File: config.mk
export PLATFORM = sky130hd
export DESIGN_NAME = scl_tmr
export DESIGN_NICKNAME = d
export VERILOG_FILES = /design/src/rtl/scl_tmr_pkg.sv /design/src/rtl/scl_tmr_cnt.sv /design/src/rtl/scl_tmr_dur.sv /design/src/rtl/scl_tmr_seq.sv /design/src/rtl/scl_tmr.sv
export SDC_FILE = /design/constraint.sdc
export NUM_CORES = 1
export LEC_CHECK = 0
export BUFFER_PORTS_ARGS = -buffer_cell sky130_fd_sc_hd__buf_4
export CAP_MARGIN = 20
export CORE_UTILIZATION = 55
export DETAILED_ROUTE_END_ITERATION = 12
export PLACE_DENSITY = 0.82
export SYNTH_ARGS = -nofsm -noshare
export SYNTH_HDL_FRONTEND = slang
export SYNTH_HIERARCHICAL = 1
export SYNTH_SLANG_ARGS = --single-unit
export TNS_END_PERCENT = 20
File: constraint.sdc
create_clock -name clk -period 5.1 [get_ports clk]
set_input_delay 0.255 -clock clk [delete_from_list [all_inputs] [get_ports clk]]
set_output_delay 0.255 -clock clk [all_outputs]
set_load 0.005 [all_outputs]
File: src/rtl/scl_tmr_pkg.sv
package scl_tmr_pkg;

    // Clock phase of the timer; IDLE holds the line released.
    typedef enum logic [1:0] {
        PH_IDLE = 2'd0,
        PH_LOW  = 2'd1,
        PH_HIGH = 2'd2
    } phase_e;

    // Extra cycles added on top of the programmed counts.
    localparam int unsigned HIGH_EXTRA = 2;
    localparam int unsigned LOW_EXTRA  = 1;

    // Down-counter start value for a phase: total length minus one.
    localparam int unsigned HIGH_BIAS = HIGH_EXTRA - 1;
    localparam int unsigned LOW_BIAS  = LOW_EXTRA - 1;

    // Default divisor counts.
    localparam logic [7:0] HIGH_DEFAULT = 8'h1F;
    localparam logic [7:0] LOW_DEFAULT  = 8'h1F;

    // Edge strobes carried as one bundle.
    typedef struct packed {
        logic rise;
        logic fall;
    } edge_stb_t;

endpackage

File: src/rtl/scl_tmr_cnt.sv
module scl_tmr_cnt #(
    parameter int unsigned CNT_W = 9
) (
    input  logic             clk,
    input  logic             rst,
    input  logic             load,
    input  logic [CNT_W-1:0] load_val,
    output logic             expire
);
    logic [CNT_W-1:0] cnt_q;

    always_ff @(posedge clk) begin
        if (rst) begin
            cnt_q <= '0;
        end else if (load) begin
            cnt_q <= load_val;
        end else if (cnt_q != '0) begin
            cnt_q <= cnt_q - 1'b1;
        end
    end

    assign expire = (cnt_q == '0);

    logic pv_q;
    always_ff @(posedge clk) begin
        if (rst) pv_q <= 1'b1;
    end


    no_wrap_chk: assert property (@(posedge clk) disable iff (rst)
        (pv_q && expire && !load) |=> expire);

endmodule

File: src/rtl/scl_tmr_dur.sv
module scl_tmr_dur
    import scl_tmr_pkg::*;
#(
    parameter int unsigned DUR_W = 8
) (
    input  logic [2*DUR_W-1:0] div_i,
    input  logic               pick_high,
    output logic [DUR_W:0]     load_val
);
    localparam int unsigned CNT_W = DUR_W + 1;

    logic [DUR_W-1:0] high_cnt;
    logic [DUR_W-1:0] low_cnt;

    assign high_cnt = div_i[2*DUR_W-1:DUR_W];
    assign low_cnt  = div_i[DUR_W-1:0];

    always_comb begin
        if (pick_high) begin
            load_val = {1'b0, high_cnt} + CNT_W'(HIGH_BIAS);
        end else begin
            load_val = {1'b0, low_cnt} + CNT_W'(LOW_BIAS);
        end
    end

endmodule

File: src/rtl/scl_tmr_seq.sv
module scl_tmr_seq
    import scl_tmr_pkg::*;
(
    input  logic      clk,
    input  logic      rst,
    input  logic      en_i,
    input  logic      expire,
    output phase_e    phase,
    output logic      start_low,
    output logic      start_high,
    output edge_stb_t stb
);
    phase_e    phase_q;
    phase_e    phase_d;
    edge_stb_t stb_q;
    edge_stb_t stb_d;

    always_comb begin
        phase_d = phase_q;
        if (!en_i) begin
            phase_d = PH_IDLE;
        end else begin
            unique case (phase_q)
                PH_IDLE: phase_d = PH_LOW;
                PH_LOW:  if (expire) phase_d = PH_HIGH;
                PH_HIGH: if (expire) phase_d = PH_LOW;
                default: phase_d = PH_IDLE;
            endcase
        end
    end

    assign start_low  = (phase_d == PH_LOW)  && (phase_q != PH_LOW);
    assign start_high = (phase_d == PH_HIGH) && (phase_q != PH_HIGH);

    always_comb begin
        stb_d.fall = start_low;
        stb_d.rise = (phase_q == PH_LOW) && (phase_d != PH_LOW);
    end

    always_ff @(posedge clk) begin
        if (rst) begin
            phase_q <= PH_IDLE;
            stb_q   <= '0;
        end else begin
            phase_q <= phase_d;
            stb_q   <= stb_d;
        end
    end

    assign phase = phase_q;
    assign stb   = stb_q;

    logic pv_q;
    always_ff @(posedge clk) begin
        if (rst) pv_q <= 1'b1;
    end


    stb_excl_chk: assert property (@(posedge clk) disable iff (rst)
        pv_q |-> !(stb_q.rise && stb_q.fall));


    phase_hold_chk: assert property (@(posedge clk) disable iff (rst)
        (pv_q && en_i && !expire && phase_q != PH_IDLE) |=> $stable(phase_q));

endmodule

File: src/rtl/scl_tmr.sv
module scl_tmr
    import scl_tmr_pkg::*;
#(
    parameter int unsigned DUR_W = 8
) (
    input  logic               clk,
    input  logic               rst,
    input  logic               en_i,
    input  logic [2*DUR_W-1:0] div_i,
    output logic               scl_o,
    output logic               rise_o,
    output logic               fall_o
);
    localparam int unsigned CNT_W = DUR_W + 1;

    phase_e           phase;
    logic             start_low;
    logic             start_high;
    logic             expire;
    edge_stb_t        stb;
    logic [CNT_W-1:0] load_val;

    scl_tmr_seq u_seq (
        .clk        (clk),
        .rst        (rst),
        .en_i       (en_i),
        .expire     (expire),
        .phase      (phase),
        .start_low  (start_low),
        .start_high (start_high),
        .stb        (stb)
    );

    scl_tmr_dur #(.DUR_W(DUR_W)) u_dur (
        .div_i     (div_i),
        .pick_high (start_high),
        .load_val  (load_val)
    );

    scl_tmr_cnt #(.CNT_W(CNT_W)) u_cnt (
        .clk      (clk),
        .rst      (rst),
        .load     (start_low || start_high),
        .load_val (load_val),
        .expire   (expire)
    );

    assign scl_o  = (phase != PH_LOW);
    assign rise_o = stb.rise;
    assign fall_o = stb.fall;

    logic pv_q;
    always_ff @(posedge clk) begin
        if (rst) pv_q <= 1'b1;
    end


    rst_idle_chk: assert property (@(posedge clk)
        rst |=> (scl_o && !rise_o && !fall_o));


    release_chk: assert property (@(posedge clk) disable iff (rst)
        (pv_q && !en_i) |=> (scl_o && !fall_o));


    fall_edge_chk: assert property (@(posedge clk) disable iff (rst)
        (pv_q && fall_o) |-> (!scl_o && $past(scl_o)));


    rise_edge_chk: assert property (@(posedge clk) disable iff (rst)
        (pv_q && rise_o) |-> (scl_o && !$past(scl_o)));


    move_needs_stb_chk: assert property (@(posedge clk) disable iff (rst)
        (pv_q && !$stable(scl_o)) |-> (rise_o || fall_o));

endmodule

==> reports/qor.txt <==
=================================================================================
EDFF count, synth                                                               0
DRC viols                                                                       0
Number of hold-repair buffers added at the cts stage                            0
Post-synth top flop                                                       dfxtp_1
Worst clock skew on the final layout                                   0.00403 ns
Post-Synthesis Cells                                                          113
Port Buf Inserts                                                               21
Number of optimization iterations in the first detailed-route pass              4
Stages on the worst setup path                                                  9
Maximum number of pins on one net before global-route repair                   17
Data required time at the worst endpoint                                  5.27 ns
Sum of net half-perimeters after detailed placement                       1.58 mm
Post-detailed-routing wire length                                         1.98 mm
Worst Hold Depth                                                                2
Warnings from Yosys                                                             6
Post-route antenna net violation count                                          0
Hold/Removal Path Class                                              primary input to flop
Post-CTS Setup Bufs                                                             0
Number of diodes added for antenna fixing                                       0
Boundary pin count                                                             22
Clock slew at reported path FFs                                           0.08 ns
Worst voltage drop across the vdd grid                                   0.138 mV
Mean instance size in the synthesized netlist                          7.89 sq um
Worst reg2reg endpoint                                               u_cnt/cnt_q[3]$_SDFFE_PP0P_
Final WS setup                                                            1.74 ns
Worst setup timing slack at the placement stage                           1.79 ns
Total nets after synthesis                                                    134
Final count of negative-setup-slack endpoints                                   0
Number of antenna violations at the first check in global routing               0
Cell row count                                                                 14
Number of register bits inferred by synthesis                                  13
Nets                                                                          156
Global router's overall resource usage                                      25.4%
Starting utilization of the core area                                       59.2%
Cell type group with the largest total delay on the critical path    simple AND/OR/NAND/NOR gates
Worst endpoint data arrival time                                          3.53 ns
Worst-Skew Late Latency                                                   0.28 ns
Run status                                                           finished clean
Number of cells on the worst reg-to-reg path                                    9
Global-route wire length before repair                                    3.40 mm
PwrDens                                                               327 mW/mm^2
First-iteration detailed-routing DRC count                                     25
Via-to-Cell Ratio                                                            5.93
Synth-to-Final Area Change                                                  20.3%
Post-synthesis sequential area ratio                                        29.2%
Count of instances resized after the clock tree is built                        0
Least-Margin Pin Slew                                                    0.506 ns
Count of unique library cells instantiated by Yosys                            37
Worst-path fanout max                                                          16
Fmax achieved                                                           0.298 GHz
Layout cell share with drive strength beyond 1                              23.1%
Hold endpoint                                                        u_cnt/cnt_q[8]$_SDFFE_PP0P_
Y dimension of the die                                                    42.3 um
Critical-path cell list                                              inv_1, ha_1, or4b_4, or4b_4, inv_1, and4b_1, or2_1, nor2_1, a32o_1
Relative slew slack                                                         66.2%
Total negative slack for setup checks                                        0 ns
Routability congestion estimate                                             0.852
Buffer type at the clock tree root                                       clkbuf_4
Floorplan die area                                                   0.00179 sq mm
Power consumption                                                          351 uW
Start of the worst register-to-register path                         u_cnt/cnt_q[0]$_SDFFE_PP0P_
Global-route congestion overflow total                                          0
Number of global-route vias before repair                                     784
RSZ-0062 raised after global routing                                           no
Max Slew Vio Count                                                              0
Placed cells                                                                  146
Final critical delay including setup and external delays                  3.36 ns
Number of hold violations in the final report                                   0
Drt wl/cell                                                               13.2 um
Post-layout instance area                                            0.00107 sq mm
Std-Cell Core Area                                                   0.00151 sq mm
Crit path capture type                                                       flop
CTS buffer count                                                                3
Type of the worst setup path                                         flop to flop
R2R setup slack                                                           1.74 ns
Worst hold path startpoint                                                    rst
Mapped Area                                                             892 sq um
Post-synth ARST share                                                          0%
Die W                                                                     42.3 um
Sinks on Clock Net                                                             13
DR vias                                                                       889
Pleak                                                                    0.460 nW
CTS tree                                                                      yes
Critical path startpoint category                                            flop
Final Instance Count excl. Fillers                                            150
Final cycle utilization of the critical path                                65.9%
Post-Route Utilization                                                      71.3%
H-Tree Depth                                                                    1
Post-placement cell area                                             0.00105 sq mm
Maximum buffer depth of the clock tree                                          2
Worst path slowest cell                                                    or4b_4
Buffers and inverters on the worst path                                         2
Max-cap violations                                                              0
Stage delay of the slowest cell on the critical path                      0.55 ns
Final Hold Slack                                                         0.226 ns
=================================================================================
[flip-flops by register name, summed over array words and instances (netlist names)]
name         flops
u_cnt/cnt_q      9
u_seq/phase      2
u_seq/stb        2
[area by class of cell]
cell class / instances / area [sq um]
multi-input combinational: 91 / 589
fill: 129 / 433
sequential: 13 / 260
timing repair buffer: 21 / 158
clock buffer: 3 / 22.5
tap: 16 / 20.0
inverter: 5 / 18.8
clock inverter: 1 / 5.00
[kinds of logic (layout without fill, tap and decap cells)]
| group | Yosys count | in the layout | synth area share, % |
|---|---|---|---|
| AOI/OAI and AO/OA | 22 | 22 | 16.3 |
| xor gates and xnor gates | 6 | 6 | 5.89 |
| adders and majority gates | 2 | 2 | 2.80 |
| buffers and inverters | 9 | 30 | 4.77 |
| DFF | 13 | 13 | 29.2 |
| muxes | 5 | 5 | 5.89 |
| and+or+nand+nor | 56 | 56 | 35.2 |
[worst max path at each step]
| stage | end | slack (ns) | startpoint |
|---|---|---|---|
| after floorplan | u_cnt/cnt_q[0]$_SDFFE_PP0P_ | 2.21 | u_cnt/cnt_q[0]$_SDFFE_PP0P_ |
| final | u_cnt/cnt_q[3]$_SDFFE_PP0P_ | 1.74 | u_cnt/cnt_q[0]$_SDFFE_PP0P_ |
| after CTS | u_cnt/cnt_q[3]$_SDFFE_PP0P_ | 1.76 | u_cnt/cnt_q[0]$_SDFFE_PP0P_ |
| after global placement | u_cnt/cnt_q[3]$_SDFFE_PP0P_ | 1.90 | u_cnt/cnt_q[0]$_SDFFE_PP0P_ |
| after global routing | u_cnt/cnt_q[3]$_SDFFE_PP0P_ | 1.54 | u_cnt/cnt_q[0]$_SDFFE_PP0P_ |
| after detailed placement | u_cnt/cnt_q[3]$_SDFFE_PP0P_ | 1.79 | u_cnt/cnt_q[0]$_SDFFE_PP0P_ |
[routing by layer]
| metal | vias up | track usage [%] | routed length [um] |
|---|---|---|---|
| li1 | 451 | - | - |
| met1 | 403 | 31.4 | 883 |
| met2 | 31 | 42.2 | 981 |
| met3 | 4 | 5.17 | 80 |
| met4 | 0 | 11.3 | 30 |
| met5 | - | 0 | 0 |
[where the power goes]
group          leakage, nW  switching [mW]  total, mW  internal (mW)
logic                0.335          0.0736      0.146         0.0726
registers            0.107          0.0215      0.142          0.120
clock network       0.0177          0.0339     0.0630         0.0291
[synthesized netlist by cell type, types with 3 or more instances]
| cell type | count | area (sq um) |
|---|---|---|
| mux2i_1 | 3 | 30.0 |
| xor2_1 | 4 | 35.0 |
| nor3_1 | 8 | 40.0 |
| dfxtp_1 | 13 | 260 |
| o21ai_0 | 3 | 15.0 |
| a21oi_1 | 4 | 20.0 |
| nand3_1 | 4 | 20.0 |
| inv_1 | 5 | 18.8 |
| a31oi_1 | 3 | 18.8 |
| nand2_1 | 10 | 37.5 |
| or3_1 | 3 | 18.8 |
| nor2b_1 | 5 | 31.3 |
| nor2_1 | 12 | 45.0 |
[cell usage in the layout, fill, tap and decap left out, types with 3 or more instances in the layout]
cell type,count
clkbuf_4,3
dfxtp_1,13
nand3_1,4
a21oi_1,4
nor3_1,8
inv_1,5
xor2_1,4
o21ai_0,3
a31oi_1,3
nor2_1,12
buf_4,21
nand2_1,10
nor2b_1,5
mux2i_1,3
or3_1,3
Power figures use the tool's default switching activity.
